File: config.mk
export PLATFORM = sky130hd
export DESIGN_NAME = memfw_top
export DESIGN_NICKNAME = d
export VERILOG_FILES = /design/src/rtl/memfw_pkg.sv /design/src/rtl/memfw_regfile.sv /design/src/rtl/memfw_judge.sv /design/src/rtl/memfw_fault_rec.sv /design/src/rtl/memfw_top.sv
export SDC_FILE = /design/constraint.sdc
export NUM_CORES = 1
export LEC_CHECK = 0
export ABC_AREA = 1
export BUFFER_PORTS_ARGS = -buffer_cell sky130_fd_sc_hd__buf_2
export CORE_UTILIZATION = 35
export CTS_BUF_LIST = sky130_fd_sc_hd__clkbuf_8 sky130_fd_sc_hd__clkbuf_16
export CTS_CLUSTER_DIAMETER = 100
export CTS_CLUSTER_SIZE = 25
export DETAILED_ROUTE_END_ITERATION = 8
export PLACE_DENSITY = 0.53
export REMOVE_ABC_BUFFERS = 1
export SETUP_SLACK_MARGIN = 0.15
export SLEW_MARGIN = 20
export SYNTH_ARGS = -nofsm -noshare
export SYNTH_HDL_FRONTEND = slang
export SYNTH_HIERARCHICAL = 1
export SYNTH_SLANG_ARGS = --single-unit
File: constraint.sdc
create_clock -name clk -period 2.6 [get_ports clk]
set_clock_uncertainty 0.05 [all_clocks]
set_input_delay 0.26 -clock clk [delete_from_list [all_inputs] [get_ports clk]]
set_output_delay 0.26 -clock clk [all_outputs]
set_load 0.02 [all_outputs]
File: src/rtl/memfw_pkg.sv
package memfw_pkg;

   localparam int unsigned CID_NUM = 8;
   localparam int unsigned CID_W   = 3;
   localparam int unsigned RAW     = 12;

   // global word addresses
   localparam logic [RAW-1:0] A_CTRL  = 12'h000;
   localparam logic [RAW-1:0] A_FSTAT = 12'h008;
   localparam logic [RAW-1:0] A_FCLR  = 12'h00C;
   localparam logic [RAW-1:0] A_FINFO = 12'h020;
   localparam logic [RAW-1:0] A_FOFS  = 12'h024;
   localparam logic [RAW-1:0] A_HWCFG = 12'hFF0;

   // word offsets inside a region group
   localparam logic [5:0] W_ATTR  = 6'h00;
   localparam logic [5:0] W_START = 6'h04;
   localparam logic [5:0] W_END   = 6'h08;
   localparam logic [5:0] W_CID   = 6'h0C;

   // field positions
   localparam int unsigned B_EN   = 0;
   localparam int unsigned B_SEC  = 8;
   localparam int unsigned B_ENC  = 15;
   localparam int unsigned B_PRIV = 16;
   localparam int unsigned B_RD   = 0;
   localparam int unsigned B_WR   = 16;

   typedef struct packed {
      logic               en;
      logic               sec;
      logic               enc;
      logic [CID_NUM-1:0] priv;
      logic [CID_NUM-1:0] rd;
      logic [CID_NUM-1:0] wr;
   } rgn_attr_t;

   typedef struct packed {
      logic [CID_W-1:0] cid;
      logic             wr;
      logic             sec;
      logic             priv;
   } acc_tag_t;

endpackage

File: src/rtl/memfw_regfile.sv
module memfw_regfile
   import memfw_pkg::*;
#(
   parameter int unsigned NUM_RGN   = 4,
   parameter int unsigned GRAN_LOG2 = 12,
   parameter int unsigned WIN_W     = 8
) (
   input  logic                        clk,
   input  logic                        rst_n,
   input  logic                        reg_wr,
   input  logic                        reg_rd,
   input  logic [RAW-1:0]              reg_addr,
   input  logic [31:0]                 reg_wdata,
   output logic [31:0]                 reg_rdata,
   output rgn_attr_t                   attr_o [NUM_RGN],
   output logic [WIN_W-1:0]            lo_o   [NUM_RGN],
   output logic [WIN_W-1:0]            hi_o   [NUM_RGN],
   output logic                        lock_o,
   output logic                        cfg_fault_o,
   output logic                        port_clr_o,
   input  logic                        fault_flag_i,
   input  acc_tag_t                    fault_tag_i,
   input  logic [GRAN_LOG2+WIN_W-1:0]  fault_ofs_i
);

   localparam int unsigned OFS_W = GRAN_LOG2 + WIN_W;
   localparam int unsigned TOP   = OFS_W - 1;

   logic [5:0]  sel_rgn;
   logic [5:0]  sel_word;
   logic        in_rgn;
   logic        ctrl_wr;
   logic        rgn_wr;
   logic        clr_wr;
   logic        denied_wr;
   logic        bad_enc;
   logic [31:0] rd_val;
   logic        unused_wdata;

   assign sel_rgn   = reg_addr[11:6];
   assign sel_word  = reg_addr[5:0];
   assign in_rgn    = (sel_rgn != 6'd0) && (32'(sel_rgn) <= NUM_RGN);
   assign ctrl_wr   = reg_wr && (reg_addr == A_CTRL);
   assign rgn_wr    = reg_wr && in_rgn;
   assign clr_wr    = reg_wr && (reg_addr == A_FCLR);
   assign denied_wr = lock_o && (ctrl_wr || rgn_wr);
   assign bad_enc   = rgn_wr && (sel_word == W_ATTR) &&
                      reg_wdata[B_ENC] && !reg_wdata[B_SEC];
   assign port_clr_o   = clr_wr && reg_wdata[1];
   assign unused_wdata = ^reg_wdata;

   // lock and configuration fault
   always_ff @(posedge clk or negedge rst_n) begin
      if (!rst_n) begin
         lock_o      <= 1'b0;
         cfg_fault_o <= 1'b0;
      end else begin
         if (ctrl_wr && reg_wdata[0])
            lock_o <= 1'b1;
         if (denied_wr || bad_enc)
            cfg_fault_o <= 1'b1;
         else if (clr_wr && reg_wdata[0])
            cfg_fault_o <= 1'b0;
      end
   end

   // one register group per region
   generate
      for (genvar r = 0; r < NUM_RGN; r++) begin : g_rgn
         logic we;
         assign we = rgn_wr && !lock_o && (32'(sel_rgn) == r + 1);

         always_ff @(posedge clk or negedge rst_n) begin
            if (!rst_n) begin
               attr_o[r] <= '0;
               lo_o[r]   <= '0;
               hi_o[r]   <= '0;
            end else if (we) begin
               case (sel_word)
                  W_ATTR: begin
                     if (!(reg_wdata[B_ENC] && !reg_wdata[B_SEC])) begin
                        attr_o[r].en   <= reg_wdata[B_EN];
                        attr_o[r].sec  <= reg_wdata[B_SEC];
                        attr_o[r].enc  <= reg_wdata[B_ENC];
                        attr_o[r].priv <= reg_wdata[B_PRIV +: CID_NUM];
                     end
                  end
                  W_START: lo_o[r] <= reg_wdata[TOP:GRAN_LOG2];
                  W_END:   hi_o[r] <= reg_wdata[TOP:GRAN_LOG2];
                  W_CID: begin
                     attr_o[r].rd <= reg_wdata[B_RD +: CID_NUM];
                     attr_o[r].wr <= reg_wdata[B_WR +: CID_NUM];
                  end
                  default: ;
               endcase
            end
         end

         p_no_open_enc_r9 : assert property (@(posedge clk) disable iff (!rst_n)
            attr_o[r].enc |-> attr_o[r].sec);
         p_frozen_r11 : assert property (@(posedge clk) disable iff (!rst_n)
            lock_o |=> ($stable(attr_o[r]) && $stable(lo_o[r]) && $stable(hi_o[r])));
      end
   endgenerate

   // read mux
   always_comb begin
      rd_val = '0;
      if (in_rgn) begin
         for (int unsigned r = 0; r < NUM_RGN; r++) begin
            if (32'(sel_rgn) == r + 1) begin
               case (sel_word)
                  W_ATTR: begin
                     rd_val[B_EN]               = attr_o[r].en;
                     rd_val[B_SEC]              = attr_o[r].sec;
                     rd_val[B_ENC]              = attr_o[r].enc;
                     rd_val[B_PRIV +: CID_NUM]  = attr_o[r].priv;
                  end
                  W_START: rd_val[TOP:GRAN_LOG2] = lo_o[r];
                  W_END:   rd_val[TOP:GRAN_LOG2] = hi_o[r];
                  W_CID: begin
                     rd_val[B_RD +: CID_NUM] = attr_o[r].rd;
                     rd_val[B_WR +: CID_NUM] = attr_o[r].wr;
                  end
                  default: ;
               endcase
            end
         end
      end else begin
         case (reg_addr)
            A_CTRL:  rd_val[0] = lock_o;
            A_FSTAT: rd_val[1:0] = {fault_flag_i, cfg_fault_o};
            A_FINFO: begin
               rd_val[CID_W-1:0] = fault_tag_i.cid;
               rd_val[4]         = fault_tag_i.wr;
               rd_val[5]         = fault_tag_i.sec;
               rd_val[6]         = fault_tag_i.priv;
            end
            A_FOFS:  rd_val[TOP:0] = fault_ofs_i;
            A_HWCFG: rd_val = {8'(WIN_W), 8'(GRAN_LOG2), 8'h00, 8'(NUM_RGN)};
            default: ;
         endcase
      end
   end

   always_ff @(posedge clk or negedge rst_n) begin
      if (!rst_n)
         reg_rdata <= '0;
      else if (reg_rd)
         reg_rdata <= rd_val;
   end

   p_lock_sticky_r10 : assert property (@(posedge clk) disable iff (!rst_n)
      lock_o |=> lock_o);
   p_locked_wr_flags_r11 : assert property (@(posedge clk) disable iff (!rst_n)
      (lock_o && rgn_wr) |=> cfg_fault_o);

endmodule

File: src/rtl/memfw_judge.sv
module memfw_judge
   import memfw_pkg::*;
#(
   parameter int unsigned NUM_RGN   = 4,
   parameter int unsigned GRAN_LOG2 = 12,
   parameter int unsigned WIN_W     = 8
) (
   input  logic                        clk,
   input  logic                        rst_n,
   input  rgn_attr_t                   attr_i [NUM_RGN],
   input  logic [WIN_W-1:0]            lo_i   [NUM_RGN],
   input  logic [WIN_W-1:0]            hi_i   [NUM_RGN],
   input  logic                        acc_valid,
   input  logic [GRAN_LOG2+WIN_W-1:0]  acc_ofs,
   input  logic [CID_W-1:0]            acc_cid,
   input  logic                        acc_write,
   input  logic                        acc_sec,
   input  logic                        acc_priv,
   output logic                        grant_o,
   output logic                        block_o,
   output logic                        deny_now_o
);

   localparam int unsigned IDX_W = (NUM_RGN > 1) ? $clog2(NUM_RGN) : 1;

   logic [WIN_W-1:0]   win;
   logic [NUM_RGN-1:0] hit;
   logic [NUM_RGN-1:0] unused_enc;
   logic               unused_low;
   logic               found;
   logic [IDX_W-1:0]   pick;
   rgn_attr_t          sel;
   logic               perm_ok;
   logic               priv_ok;
   logic               sec_ok;
   logic               allow;

   assign win        = acc_ofs[GRAN_LOG2 +: WIN_W];
   assign unused_low = ^acc_ofs[GRAN_LOG2-1:0];

   generate
      for (genvar r = 0; r < NUM_RGN; r++) begin : g_hit
         assign hit[r] = attr_i[r].en && (win >= lo_i[r]) && (win <= hi_i[r]);
         assign unused_enc[r] = attr_i[r].enc;
      end
   endgenerate

   // lowest-numbered hit decides
   always_comb begin
      found = 1'b0;
      pick  = '0;
      for (int r = int'(NUM_RGN) - 1; r >= 0; r--) begin
         if (hit[r]) begin
            found = 1'b1;
            pick  = IDX_W'(r);
         end
      end
   end

   assign sel     = attr_i[pick];
   assign perm_ok = acc_write ? sel.wr[acc_cid] : sel.rd[acc_cid];
   assign priv_ok = !sel.priv[acc_cid] || acc_priv;
   assign sec_ok  = !sel.sec || acc_sec;
   assign allow   = found && perm_ok && priv_ok && sec_ok;
   assign deny_now_o = acc_valid && !allow;

   always_ff @(posedge clk or negedge rst_n) begin
      if (!rst_n) begin
         grant_o <= 1'b0;
         block_o <= 1'b0;
      end else begin
         grant_o <= acc_valid && allow;
         block_o <= deny_now_o;
      end
   end

   p_one_verdict_r3 : assert property (@(posedge clk) disable iff (!rst_n)
      acc_valid |=> (grant_o ^ block_o));
   p_no_idle_verdict_r3 : assert property (@(posedge clk) disable iff (!rst_n)
      !acc_valid |=> !(grant_o || block_o));
   p_nomatch_blocks_r4 : assert property (@(posedge clk) disable iff (!rst_n)
      (acc_valid && !found) |=> block_o);
   p_secure_only_r7 : assert property (@(posedge clk) disable iff (!rst_n)
      (acc_valid && found && sel.sec && !acc_sec) |=> block_o);

endmodule

File: src/rtl/memfw_fault_rec.sv
module memfw_fault_rec
   import memfw_pkg::*;
#(
   parameter int unsigned OFS_W = 20
) (
   input  logic             clk,
   input  logic             rst_n,
   input  logic             deny_i,
   input  acc_tag_t         tag_i,
   input  logic [OFS_W-1:0] ofs_i,
   input  logic             clr_i,
   output logic             flag_o,
   output acc_tag_t         tag_o,
   output logic [OFS_W-1:0] ofs_o
);

   always_ff @(posedge clk or negedge rst_n) begin
      if (!rst_n) begin
         flag_o <= 1'b0;
         tag_o  <= '0;
         ofs_o  <= '0;
      end else if (clr_i) begin
         flag_o <= 1'b0;
      end else if (deny_i && !flag_o) begin
         flag_o <= 1'b1;
         tag_o  <= tag_i;
         ofs_o  <= ofs_i;
      end
   end

   p_capture_hold_r12 : assert property (@(posedge clk) disable iff (!rst_n)
      (flag_o && !clr_i) |=> (flag_o && $stable(tag_o) && $stable(ofs_o)));
   p_clear_wins_r13 : assert property (@(posedge clk) disable iff (!rst_n)
      clr_i |=> !flag_o);

endmodule

File: src/rtl/memfw_top.sv
module memfw_top
   import memfw_pkg::*;
#(
   parameter int unsigned NUM_RGN   = 4,
   parameter int unsigned GRAN_LOG2 = 12,
   parameter int unsigned WIN_W     = 8
) (
   input  logic                        clk,
   input  logic                        rst_n,
   input  logic                        reg_wr,
   input  logic                        reg_rd,
   input  logic [11:0]                 reg_addr,
   input  logic [31:0]                 reg_wdata,
   output logic [31:0]                 reg_rdata,
   input  logic                        acc_valid,
   input  logic [GRAN_LOG2+WIN_W-1:0]  acc_ofs,
   input  logic [2:0]                  acc_cid,
   input  logic                        acc_write,
   input  logic                        acc_sec,
   input  logic                        acc_priv,
   output logic                        acc_grant,
   output logic                        acc_block
);

   localparam int unsigned OFS_W = GRAN_LOG2 + WIN_W;

   generate
      if (NUM_RGN < 1 || NUM_RGN > 62) begin : g_bad_nrgn
         $error("memfw_top: NUM_RGN must lie in 1..62");
      end
      if (WIN_W < 1) begin : g_bad_win
         $error("memfw_top: WIN_W must be at least 1");
      end
      if (GRAN_LOG2 < 1 || OFS_W > 32) begin : g_bad_ofs
         $error("memfw_top: need GRAN_LOG2 >= 1 and GRAN_LOG2 + WIN_W <= 32");
      end
   endgenerate

   rgn_attr_t        attr [NUM_RGN];
   logic [WIN_W-1:0] lo   [NUM_RGN];
   logic [WIN_W-1:0] hi   [NUM_RGN];
   logic             lock;
   logic             cfg_fault;
   logic             port_clr;
   logic             deny_now;
   logic             flt_flag;
   acc_tag_t         flt_tag;
   logic [OFS_W-1:0] flt_ofs;
   acc_tag_t         cur_tag;

   assign cur_tag.cid  = acc_cid;
   assign cur_tag.wr   = acc_write;
   assign cur_tag.sec  = acc_sec;
   assign cur_tag.priv = acc_priv;

   memfw_regfile #(
      .NUM_RGN   (NUM_RGN),
      .GRAN_LOG2 (GRAN_LOG2),
      .WIN_W     (WIN_W)
   ) u_regs (
      .clk          (clk),
      .rst_n        (rst_n),
      .reg_wr       (reg_wr),
      .reg_rd       (reg_rd),
      .reg_addr     (reg_addr),
      .reg_wdata    (reg_wdata),
      .reg_rdata    (reg_rdata),
      .attr_o       (attr),
      .lo_o         (lo),
      .hi_o         (hi),
      .lock_o       (lock),
      .cfg_fault_o  (cfg_fault),
      .port_clr_o   (port_clr),
      .fault_flag_i (flt_flag),
      .fault_tag_i  (flt_tag),
      .fault_ofs_i  (flt_ofs)
   );

   memfw_judge #(
      .NUM_RGN   (NUM_RGN),
      .GRAN_LOG2 (GRAN_LOG2),
      .WIN_W     (WIN_W)
   ) u_judge (
      .clk        (clk),
      .rst_n      (rst_n),
      .attr_i     (attr),
      .lo_i       (lo),
      .hi_i       (hi),
      .acc_valid  (acc_valid),
      .acc_ofs    (acc_ofs),
      .acc_cid    (acc_cid),
      .acc_write  (acc_write),
      .acc_sec    (acc_sec),
      .acc_priv   (acc_priv),
      .grant_o    (acc_grant),
      .block_o    (acc_block),
      .deny_now_o (deny_now)
   );

   memfw_fault_rec #(
      .OFS_W (OFS_W)
   ) u_fault (
      .clk    (clk),
      .rst_n  (rst_n),
      .deny_i (deny_now),
      .tag_i  (cur_tag),
      .ofs_i  (acc_ofs),
      .clr_i  (port_clr),
      .flag_o (flt_flag),
      .tag_o  (flt_tag),
      .ofs_o  (flt_ofs)
   );

   p_cfg_fault_on_lock_ctrl_r11 : assert property (@(posedge clk) disable iff (!rst_n)
      (lock && reg_wr && reg_addr == A_CTRL) |=> cfg_fault);

endmodule

Yosys cells after proc, flatten, opt, wreduce, memory -nomap -nowiden

Index checks and enable logic that the tools add are counted.

Register bits: 235
Input bits: 75
Word-level logic and storage cells: 201
Output and inout port bits: 34

Reductions and logical operators: 63
Mux-type cells: 69
Eq/ne operators: 12
Bitwise gates (word level): 3
$lt $le $gt $ge: 11

Operators with widths:

| kind                                                 | number |
|---|---|
| one-hot mux 4 bit (4 select lines)                   | 4 |
| 2-to-1 mux 12 bit                                    | 5 |
| binary-select mux 27 bit (select 2 bit)              | 1 |
| 2-to-1 mux 26 bit                                    | 2 |
| 2-to-1 mux 9 bit                                     | 5 |
| greater-or-equal comparator 8 bit                    | 4 |
| <= comparator 8 bit                                  | 4 |
| one-hot mux 4 bit (2 select lines)                   | 4 |
| logical AND 1 bit                                    | 31 |
| one-hot mux 3 bit (2 select lines)                   | 5 |
| 2-to-1 mux 7 bit                                     | 4 |
| one-hot mux 13 bit (2 select lines)                  | 1 |
| AND reduction 2 bit                                  | 13 |
| equality test 12 x 4 -> 1 bit, second input constant | 2 |
| equality test 12 x 6 -> 1 bit, second input constant | 2 |
| one-hot mux 1 bit (3 select lines)                   | 6 |
| 2-to-1 mux 1 bit                                     | 17 |
| equality test 12 bit, second input constant          | 1 |
| equality test 6 x 2 -> 1 bit, second input constant  | 2 |
| equality test 6 x 3 -> 1 bit, second input constant  | 2 |
| equality test 6 x 4 -> 1 bit, second input constant  | 2 |
| logical NOT 12 bit                                   | 1 |
| AND reduction 3 bit                                  | 4 |
| binary-select mux 1 bit (select 3 bit)               | 3 |
| 17 further kinds                                     | 33 |

Logic depth before layout (Yosys ltp)

Gate-level depths: netlist of the first run.

Word-level depth: 22
Mapped depth: 30
Mapped depth without buffers: 27

Hierarchy

The synthesis of the first run kept the hierarchy.

Modules (own cells, without submodules):

| module          | seq. area each (um2) | area an instance (um2) | cells each | instances |
|---|---|---|---|---|
| memfw_regfile   | 4979.8               | 9674.3                 | 1269       | 1 |
| memfw_judge     | 50.0                 | 2921.6                 | 510        | 1 |
| memfw_fault_rec | 675.6                | 1083.5                 | 116        | 1 |

Least setup slack after synthesis of the first run

OpenSTA, ideal clock, no wires.

Kind: register to register
Start: register u_regs/hi_o[7] (netlist name)
End: register u_fault/tag_o[0] (netlist name)
Path buffers: 3
Setup slack: -0.248 ns
Setup time: 0.117 ns
Cell stages (with the launch flop): 25
Data required time: 2.433 ns
Clock period less this slack: 2.848 ns
Data arrival time: 2.682 ns
Cell sequence: dfrtp_1 -> inv_1 -> ha_1 -> a21o_1 -> nor2_1 -> a21oi_1 -> nor2_2 -> nand2_2 -> nand2_4 -> buf_2 -> nand3_1 -> nand3_1 -> nand3_1 -> nand3_1 -> nand3_1 -> nand2_1 -> inv_2 -> nand2_1 -> nand2_1 -> a21oi_1 -> buf_2 -> nand2_4 -> buf_6 -> nand2_1 -> nand2_1

Longest elaborated chain between the ends: 20
Elaborated cells between the ends (all ways): 32
Classes of those cells: 1 x order compare; 18 x mux; 1 x bitwise; 12 x reduce/logical

Ends and longest elaborated chain:

| what                                                             | RTL line                             | source |
|---|---|---|
| from (decl)                                                      | memfw_regfile.sv:17                  | `output logic [WIN_W-1:0] hi_o [NUM_RGN],` |
| from (signal, indexed assignment)                                | memfw_regfile.sv:89                  | `W_END: hi_o[r] <= reg_wdata[TOP:GRAN_LOG2];` |
| <= comparator 8 bit *                                            | memfw_judge.sv:43                    | `assign hit[r] = attr_i[r].en && (win >= lo_i[r]) && (win <= hi_i[r]);` |
| logical AND 1 bit *                                              | memfw_judge.sv:43                    |  |
| 2-to-1 mux 2 bit (4 in a row)                                    | memfw_judge.sv:53                    | `if (hit[r]) begin` |
| inverter 2 -> 3 bit (implied by the code)                        | memfw_judge.sv:60                    | `assign sel = attr_i[pick];` |
| binary-select mux 27 bit (select 2 bit)                          | memfw_judge.sv:60                    |  |
| 2-to-1 mux 26 bit (implied by the code) (2 in a row)             | memfw_judge.sv:60                    |  |
| binary-select mux 1 bit (select 3 bit), on equally long branches | memfw_judge.sv:61, memfw_judge.sv:62 |  |
| 2-to-1 mux 1 bit, on equally long branches                       | memfw_judge.sv:61, memfw_judge.sv:62 |  |
| 2-to-1 mux 1 bit / logical NOT 1 bit (equally long branches)     | memfw_judge.sv:61, memfw_judge.sv:62 |  |
| logical AND 1 bit / logical OR 1 bit (equally long branches)     | memfw_judge.sv:64, memfw_judge.sv:62 |  |
| logical AND 1 bit                                                | memfw_judge.sv:64                    | `assign allow = found && perm_ok && priv_ok && sec_ok;` |
| logical AND 1 bit *                                              | memfw_judge.sv:64                    |  |
| logical NOT 1 bit *                                              | memfw_judge.sv:65                    | `assign deny_now_o = acc_valid && !allow;` |
| logical AND 1 bit *                                              | memfw_judge.sv:65                    |  |
| via deny_now                                                     | memfw_top.sv:45                      | `logic deny_now;` |
| logical AND 1 bit *                                              | memfw_fault_rec.sv:24                | `end else if (deny_i && !flag_o) begin` |
| AND reduction 2 bit (no line) *                                  | -                                    |  |
| to (signal assigned)                                             | memfw_fault_rec.sv:26                | `tag_o <= tag_i;` |
| to (decl)                                                        | memfw_fault_rec.sv:13                | `output acc_tag_t tag_o,` |

The timed path passes the listed nets; every way through them passes the cells marked *. The select of a mux whose other input is x is not followed.
A chain may end at the register's enable or synchronous reset.

Worst setup path after layout of the first run

Start: register u_regs/lo_o[23] (netlist name)
End: register u_fault.ofs_o[7]

Longest elaborated chain between the ends: 19
Elaborated cells between the ends (all ways): 29
Classes of those cells: 1 x order compare; 14 x mux; 1 x bitwise; 13 x reduce/logical

Ends and longest elaborated chain:

| what                                                             | RTL line                             | source |
|---|---|---|
| from (decl)                                                      | memfw_regfile.sv:16                  | `output logic [WIN_W-1:0] lo_o [NUM_RGN],` |
| from (signal, indexed assignment)                                | memfw_regfile.sv:88                  | `W_START: lo_o[r] <= reg_wdata[TOP:GRAN_LOG2];` |
| greater-or-equal comparator 8 bit *                              | memfw_judge.sv:43                    |  |
| logical AND 1 bit * (2 in a row)                                 | memfw_judge.sv:43                    |  |
| 2-to-1 mux 2 bit (2 in a row)                                    | memfw_judge.sv:53                    |  |
| inverter 2 -> 3 bit (implied by the code)                        | memfw_judge.sv:60                    |  |
| binary-select mux 27 bit (select 2 bit)                          | memfw_judge.sv:60                    |  |
| 2-to-1 mux 26 bit (implied by the code) (2 in a row)             | memfw_judge.sv:60                    |  |
| binary-select mux 1 bit (select 3 bit), on equally long branches | memfw_judge.sv:61, memfw_judge.sv:62 |  |
| 2-to-1 mux 1 bit, on equally long branches                       | memfw_judge.sv:61, memfw_judge.sv:62 |  |
| 2-to-1 mux 1 bit / logical NOT 1 bit (equally long branches)     | memfw_judge.sv:61, memfw_judge.sv:62 |  |
| logical AND 1 bit / logical OR 1 bit (equally long branches)     | memfw_judge.sv:64, memfw_judge.sv:62 |  |
| logical AND 1 bit                                                | memfw_judge.sv:64                    |  |
| logical AND 1 bit *                                              | memfw_judge.sv:64                    |  |
| logical NOT 1 bit *                                              | memfw_judge.sv:65                    |  |
| logical AND 1 bit *                                              | memfw_judge.sv:65                    |  |
| via deny_now                                                     | memfw_top.sv:45                      |  |
| logical AND 1 bit *                                              | memfw_fault_rec.sv:24                |  |
| AND reduction 2 bit (no line) *                                  | -                                    |  |
| to (signal assigned)                                             | memfw_fault_rec.sv:27                | `ofs_o <= ofs_i;` |
| to (decl)                                                        | memfw_fault_rec.sv:14                | `output logic [OFS_W-1:0] ofs_o` |

Marks and branches as above.

==> summary.md, run 1 <==
| Metric | Value |
|---|---|
| CTS Buf Count | 14 |
| Setup TNS | -21.27 ns |
| CTS root buf | clkbuf_16 |
| Max_cap viols | 0 |
| Minimum clock period | 3.386 ns |
| Antenna violations before repair | 1 |
| DRT Pass-1 Iters | 5 |
| CTS HTree Levels | 1 |
| Worst vdd ir | 296.4 µV |
| Slew Viols, Final | 0 |
| Register area share after synthesis | 0.4171 |
| Layout cell share with drive strength beyond 1 | 0.2051 |
| Cells after DPL | 2,552 |
| Die X | 199.7 µm |
| Core Region | 38,560 µm² |
| Detail-routed via count per cell | 5.089 |
| Worst setup EP type | register |
| Final instance count without filler cells | 2,635 |
| Nets@finish | 2,249 |
| CP Max Fanout | 24 |
| DRC viols | 0 |
| Yosys reg bits | approximately 230 |
| Detailed placement HPWL | 34,300 µm |
| CP max-delay cell | dfrtp_1 |
| Final wirelength | between 40,000 and 50,000 µm |
| FMAX | 295.3 MHz |
| Pre-CTS setup slack | -1.081 ns |
| Largest net degree at the start of global routing | 87 |
| Vias in the first global route | 12,830 |
| Port Buffers | 90 |
| Crit path largest cell delay | 0.37 ns |
| Fin worst setup slack | -0.7865 ns |
| RSZ-0062 raised after global routing | true |
| Yosys cell types | 37 |
| Area growth, synth to finish | 25.60% |
| Ports | approximately 110 |
| Die ar. | 39,880 µm² |
| YS warnings | 6 |
| Pin slew with the least headroom to its limit | a little under 0.9 ns |
| Gr usage total | 0.2454 |
| Row count | 72 |
| Prevailing post-synth register cell | dfrtp_1 |
| Setup violators final | 29 |
| CP bufs+invs | 5 |
| Cells after Synth | 1,895 |
| Min-Delay Path Class | in -> reg |
| Final antenna-violating net count | 0 |
| Worst path arrival time | 3.72 ns |
| Vias | about 13,000 |
| CP Data Required Time | around 3 ns |
| Worst-path clk slew | approximately 0.10 ns |
| Fillcell total | 3,985 |
| First DRT Iteration DRCs | approximately 1,200 |
| CP delay by family, top | simple AND/OR/NAND/NOR gates |
| Routed len/inst | 18.39 µm |
| Overflow after GRT | 0 |
| Leakage Power | 8.391 nW |
| Crit path cell chain | inv_1 > ha_4 > nand2_2 > nor2_4 > nand4_1 > nand3_2 > nand3_4 > buf_4 > nand3_4 > buf_12 > nand3_1 > nand3_1 > nand3_1 > nand3_2 > nand2_1 > nand2_1 > nand2_2 > a21oi_4 > buf_6 > buf_12 > nand2_4 > nand2_2 > nand2_1 |
| Syn Std Cell Area | 13,680 µm² |
| Fin. Hold Viols | 0 |
| Syn Area/Cell | 7.219 µm² |
| CTS max path bufs | 3 |
| Initial core utilization | 0.3548 |
| GP Congestion | 0.8935 |
| Slew HR | 0.4159 |
| Die Height | 199.7 µm |
| Startpoint Class | register |
| Status | finished with violations |
| Critical path type | reg -> reg |
| First-pass GRT wire length | 74,540 µm |
| Number of synthesized flops with an enable pin | 0 |
| Tcrit/Tclk final | 1.302 |
| Asr flop ratio synth | 1.000 |
| Clk_lat worst skew | 0.51 ns |
| Sink Count | 228 |
| Cell Pwr Density | 406.3 nW/µm² |
| Failing checks | negative setup slack |
| TritonCTS clock tree | yes |
==> worst paths after layout <==
kind	start	end	slack (ns)	cells after the start
max	u_regs/lo_o[23]	u_fault/ofs_o[7]	-0.79	23
min reg2reg	u_regs/reg_rdata[9]	u_regs/reg_rdata[9]	0.44	2
max reg2reg	u_regs/lo_o[23]	u_fault/ofs_o[7]	-0.79	23
min	acc_write	u_fault/tag_o[2]	0.05	3
min in group asynchronous	rst_n	u_regs/reg_rdata[1]	0.32	2
max in group asynchronous	rst_n	u_regs/hi_o[25]	1.41	3
==> cells in the mapped netlist (all sizes together) (4+ instances only) <==
library cell  instances  area (µm²)
o22ai                 5       31.28
dfrtp               228        5705
a21oi                70       354.1
clkbuf               22       82.58
nand3               229        1191
buf                  72       444.2
nand4                23       143.9
nand2               616        2371
nor2                145       649.4
a22oi                 6       45.04
o21ai               178       890.9
o21a                  4       30.03
inv                 219       827.0
ha                   64       800.8
==> cells by family (layout without fill, tap and decap cells) <==
logic type / after synthesis / in the layout / share of synthesized area
adders and majority gates: 64 / 64 / 0.05854
buffers and inverters: 315 / 528 / 0.09961
other: 1 / 8 / 0.0002741
AOI/OAI and AO/OA: 270 / 270 / 0.1034
and+or+nand+nor: 1017 / 1019 / 0.3210
DFF: 228 / 228 / 0.4171
==> layout make-up <==
class	instances	area, µm²	area share
diodes	1	2.502	0.0001456
clock buffers	16	389.1	0.02265
clock inverters	6	83.83	0.004879
inverters	221	839.6	0.04886
multi-input cells	1360	7173	0.4175
flip-flops and latches	228	5705	0.3321
well taps	518	648.1	0.03772
repair buffers	285	2340	0.1362
==> per-stage QoR <==
step                utilization  hold WS, ns  total power [mW]  instance area [µm²]
global placement         0.4025       0.2881             4.337                15520
detailed placement       0.4025       0.2934             4.346                15520
global route             0.4455      0.05147             7.270                17180
finish                   0.4456      0.05157             6.981                17180
CTS                      0.4355      0.03033             7.024                16790
floorplan                     -     -0.08559             3.972                13180
==> per-layer routing <==
metal  part of all wire  track usage  routed length [µm]
met5                  0            0                   0
met4              0.021      0.05711                1026
met3              0.071      0.03021                3431
met2               0.45       0.3945               22040
met1               0.45       0.3491               21950
==> cells in the final DEF (no fill, tap or decap), drive strengths merged <==
cell	n
nand2	618
buf	247
nand3	229
dfrtp	228
inv	220
o21ai	178
nor2	145
a21oi	70
ha	64
dlygate4sd3	37
nand4	23
clkbuf	17
conb	7
a22oi	6
o22ai	5
clkinv	5
o21a	4
a21o	3
nor3	3
o21bai	3
diode	1
bufinv	1
clkinvlp	1
o211ai	1
and3	1
==> sequential cells by signal (all words and copies together) (netlist names), 6 cells and up <==
signal            flops
u_fault/ofs_o        20
u_fault/tag_o         6
u_regs/attr_o       108
u_regs/hi_o          32
u_regs/lo_o          32
u_regs/reg_rdata     25
==> power by group <==
part	total, mW	internal (mW)	switching [mW]	leakage, nW
clock network	2.58	1.22	1.37	0.229
logic	0.749	0.274	0.475	5.17
registers	3.65	3.60	0.0444	2.99
==> worst register-to-register path, delay by kind of cell (launching register included) <==
kind	cells	cell delay (ns)
flip-flops	1	0.37
AO/OA/AOI/OAI	1	0.18
buffers and inverters	5	0.74
AND/OR/NAND/NOR	16	1.67
adder cells (fa/ha/maj)	1	0.27
==> repair_timing <==
item,in CTS,in global routing
hold endpoints to repair,132,0
endpoints found under the setup margin,29,29
pin swaps,19,45
gates resized for setup,57,72
hold buffers,37,0
gates cloned,3,2
setup buffers,12,6
Power figures use the tool's default switching activity.
==> run 2: changes to the inputs <==
--- a/config.mk
+++ b/config.mk
@@ -7,12 +7,12 @@
 export LEC_CHECK = 0
 export ABC_AREA = 1
 export BUFFER_PORTS_ARGS = -buffer_cell sky130_fd_sc_hd__buf_2
-export CORE_UTILIZATION = 35
+export CORE_UTILIZATION = 55
 export CTS_BUF_LIST = sky130_fd_sc_hd__clkbuf_8 sky130_fd_sc_hd__clkbuf_16
 export CTS_CLUSTER_DIAMETER = 100
 export CTS_CLUSTER_SIZE = 25
 export DETAILED_ROUTE_END_ITERATION = 8
-export PLACE_DENSITY = 0.53
+export PLACE_DENSITY = 0.77
 export REMOVE_ABC_BUFFERS = 1
 export SETUP_SLACK_MARGIN = 0.15
 export SLEW_MARGIN = 20
==> run 2 against run 1 <==
  * Power down 5.7%
  * Via count up 5.7%
  * Core utilization up 26 points
  * Non-clock buffer count down 10
  * Worst hold slack worse by 0.029 ns
  * Clock power down 16%
  * Die area down 36%
  * The run still ends with negative setup slack left
  * Critical endpoint is now u_fault/ofs_o[3]
==> summary.md, run 2 (synthesis results as in run 1) <==
| Metric | Value |
|---|---|
| Row count | 57 |
| Tcrit/Tclk final | 1.318 |
| Worst vdd ir | approximately 320 µV |
| Setup TNS | -21.62 ns |
| Area growth, synth to finish | 25.46% |
| Die ar. | 25,510 µm² |
| FMAX | 291.9 MHz |
| Ports | roughly 110 |
| TritonCTS clock tree | yes |
| First-pass GRT wire length | 68,520 µm |
| CTS root buf | clkbuf_16 |
| RSZ-0062 raised after global routing | true |
| Cell Pwr Density | 383.6 nW/µm² |
| Startpoint Class | register |
| Crit path largest cell delay | 0.42 ns |
| Detailed placement HPWL | 30,240 µm |
| Final instance count without filler cells | about 2,400 |
| Final antenna-violating net count | 0 |
| Min-Delay Path Class | in -> reg |
| Max_cap viols | 0 |
| Met3 routed WL | 5176 µm |
| CTS Buf Count | 13 |
| Met1 Wirelength | 17,980 µm |
| Worst-path clk slew | 0.10 ns |
| Cells after DPL | 2,339 |
| Pin slew with the least headroom to its limit | 0.9752 ns |
| Routed wire length on met2 | ~21,000 µm |
| DRT Pass-1 Iters | 6 |
| GP Congestion | around 0.94 |
| Fillcell total | 1,901 |
| Sink Count | 228 |
| CP Data Required Time | 2.98 ns |
| Vias in the first global route | about 13,000 |
| Area post-placement | 15,080 µm² |
| Routed len/inst | approximately 19 µm |
| Minimum clock period | 3.426 ns |
| Register with the most flip-flops | u_regs/attr_o |
| CTS max path bufs | 3 |
| Biggest regs | u_regs/attr_o (108), u_regs/hi_o (32), u_regs/lo_o (32) |
| Overflow after GRT | 0 |
| Core Region | ~24,000 µm² |
| Switching power | around 1.8 mW |
| Critical path type | reg -> reg |
| Top layer in use | met4 |
| Vias | 14,180 |
| Fin worst setup slack | -0.8257 ns |
| Clock share of power | 0.328 |
| DRC viols | 0 |
| Commonest non-fill, non-tap cell in the layout | nand2_1 |
| Detail-routed via count per cell | 5.843 |
| Fin. Hold Viols | 0 |
| Int Pwr | 4.817 mW |
| Final Instance Area | 17,160 µm² |
| Setup violators final | 29 |
| Die X | 159.7 µm |
| Largest net degree at the start of global routing | between 70 and 80 |
| Seq. cell area | between 5000 and 6000 µm² |
| CTS HTree Levels | 1 |
| Final wirelength | 46,560 µm |
| Status | finished with violations |
| Leakage Power | 8.391 nW |
| Clk_lat worst skew | 0.50 ns |
| Net Sw Frac | 0.2683 |
| First DRT Iteration DRCs | 1,820 |
| N_diodes | 0 |
| Gate power share | 0.118 |
| Die Height | 159.7 µm |
| Layout cell share with drive strength beyond 1 | 0.2301 |
| Most frequent cells in the layout | nand2_1, dfrtp_1, inv_1 |
| Worst path arrival time | roughly 3.8 ns |
| Slew Viols, Final | 0 |
| Sequential power share | 0.554 |
| Cell mode on critical path | nand2_2 |
| CP Max Fanout | 8 |
| Worst setup EP type | register |
| Port Buffers | 90 |
| Initial core utilization | 0.5608 |
| Pwr Total | between 6 and 7 mW |
| Max reg flops | 108 |
| Slew HR | 0.3483 |
| Nets@finish | 2,241 |
| Area occupied by multi-input gates | 7548 µm² |
| Gr usage total | 0.3409 |
| Failing checks | negative setup slack |
| Antenna violations before repair | 0 |
| CP max-delay cell | dfrtp_1 |
-- run 2: cell types whose count changed in the layout (fill, tap and decap cells not counted), moves of 11 or more --
cell / previous run / this run
nand3_1: 197 / 180
nand3_2: 29 / 45
nand2_1: 557 / 542
nand2_2: 51 / 64
ha_1: 54 / 42
ha_4: 10 / 22
buf_4: 131 / 120
-- run 2: worst paths after layout --
path,cells after the start,start,endpoint,slack [ns]
max in group asynchronous,3,rst_n,u_regs/hi_o[5],1.40
setup / recovery,26,u_regs/lo_o[0],u_fault/ofs_o[3],-0.83
hold reg to reg,2,u_regs/reg_rdata[1],u_regs/reg_rdata[1],0.43
hold / removal,3,reg_wdata[17],u_regs/attr_o[17],0.02
setup reg to reg,26,u_regs/lo_o[0],u_fault/ofs_o[3],-0.83
min in group asynchronous,2,rst_n,u_regs/reg_rdata[4],0.27
-- run 2: layout make-up --
cell class              instances  area share
multi-input cells            1363      0.4398
flip-flops and latches        228      0.3324
repair buffers                275      0.1343
inverters                     221     0.04921
well taps                     324     0.02362
clock buffers                  13     0.01895
clock inverters                 3    0.001677
-- run 2: power groups by stage --
stage | Sequential [mW] | Clock (mW) | Combinational [mW]
after floorplan | 3.72 | 0 | 0.257
after global placement | 3.71 | 0 | 0.581
after detailed placement | 3.71 | 0 | 0.597
after CTS | 3.64 | 2.17 | 0.673
after global routing | 3.66 | 2.30 | 0.847
final | 3.65 | 2.16 | 0.780
-- run 2: critical path, delay by kind of cell (launching register included) --
kind	cells	cell delay, ns
AND/OR/NAND/NOR	21	1.91
buffers and inverters	3	0.49
flip-flops	1	0.42
adder cells (fa/ha/maj)	1	0.33
AO/OA/AOI/OAI	1	0.18
-- run 2: what timing repair did --
action                     4_1_cts  5_1_grt
pin swaps                       26       66
hold endpoints to repair       113        0
hold buffers                    35        0
buffers inserted                 3       20
cloned                           4       10
setup endpoints to repair       29       29
resized for setup               48      158
-- run 2: stage by stage --
stage	worst slack [ns]	hold WS [ns]	utilization
2_1_floorplan	-2.005	-0.08559	-
3_3_place_gp	-0.8222	0.2188	0.6184
5_1_grt	-0.9414	0.02266	0.7037
4_1_cts	-0.6240	0.01919	0.6587
3_5_place_dp	-0.9341	0.2187	0.6184
6_report	-0.8257	0.02256	0.7037
-- run 2: routing by layer --
| layer | GRT usage | vias up |
|---|---|---|
| met4 | 0.1766 | 0 |
| met2 | 0.5204 | 945 |
| met3 | 0.05636 | 193 |
| met5 | 0 | - |
| li1 | - | 6461 |
| met1 | 0.4678 | 6581 |
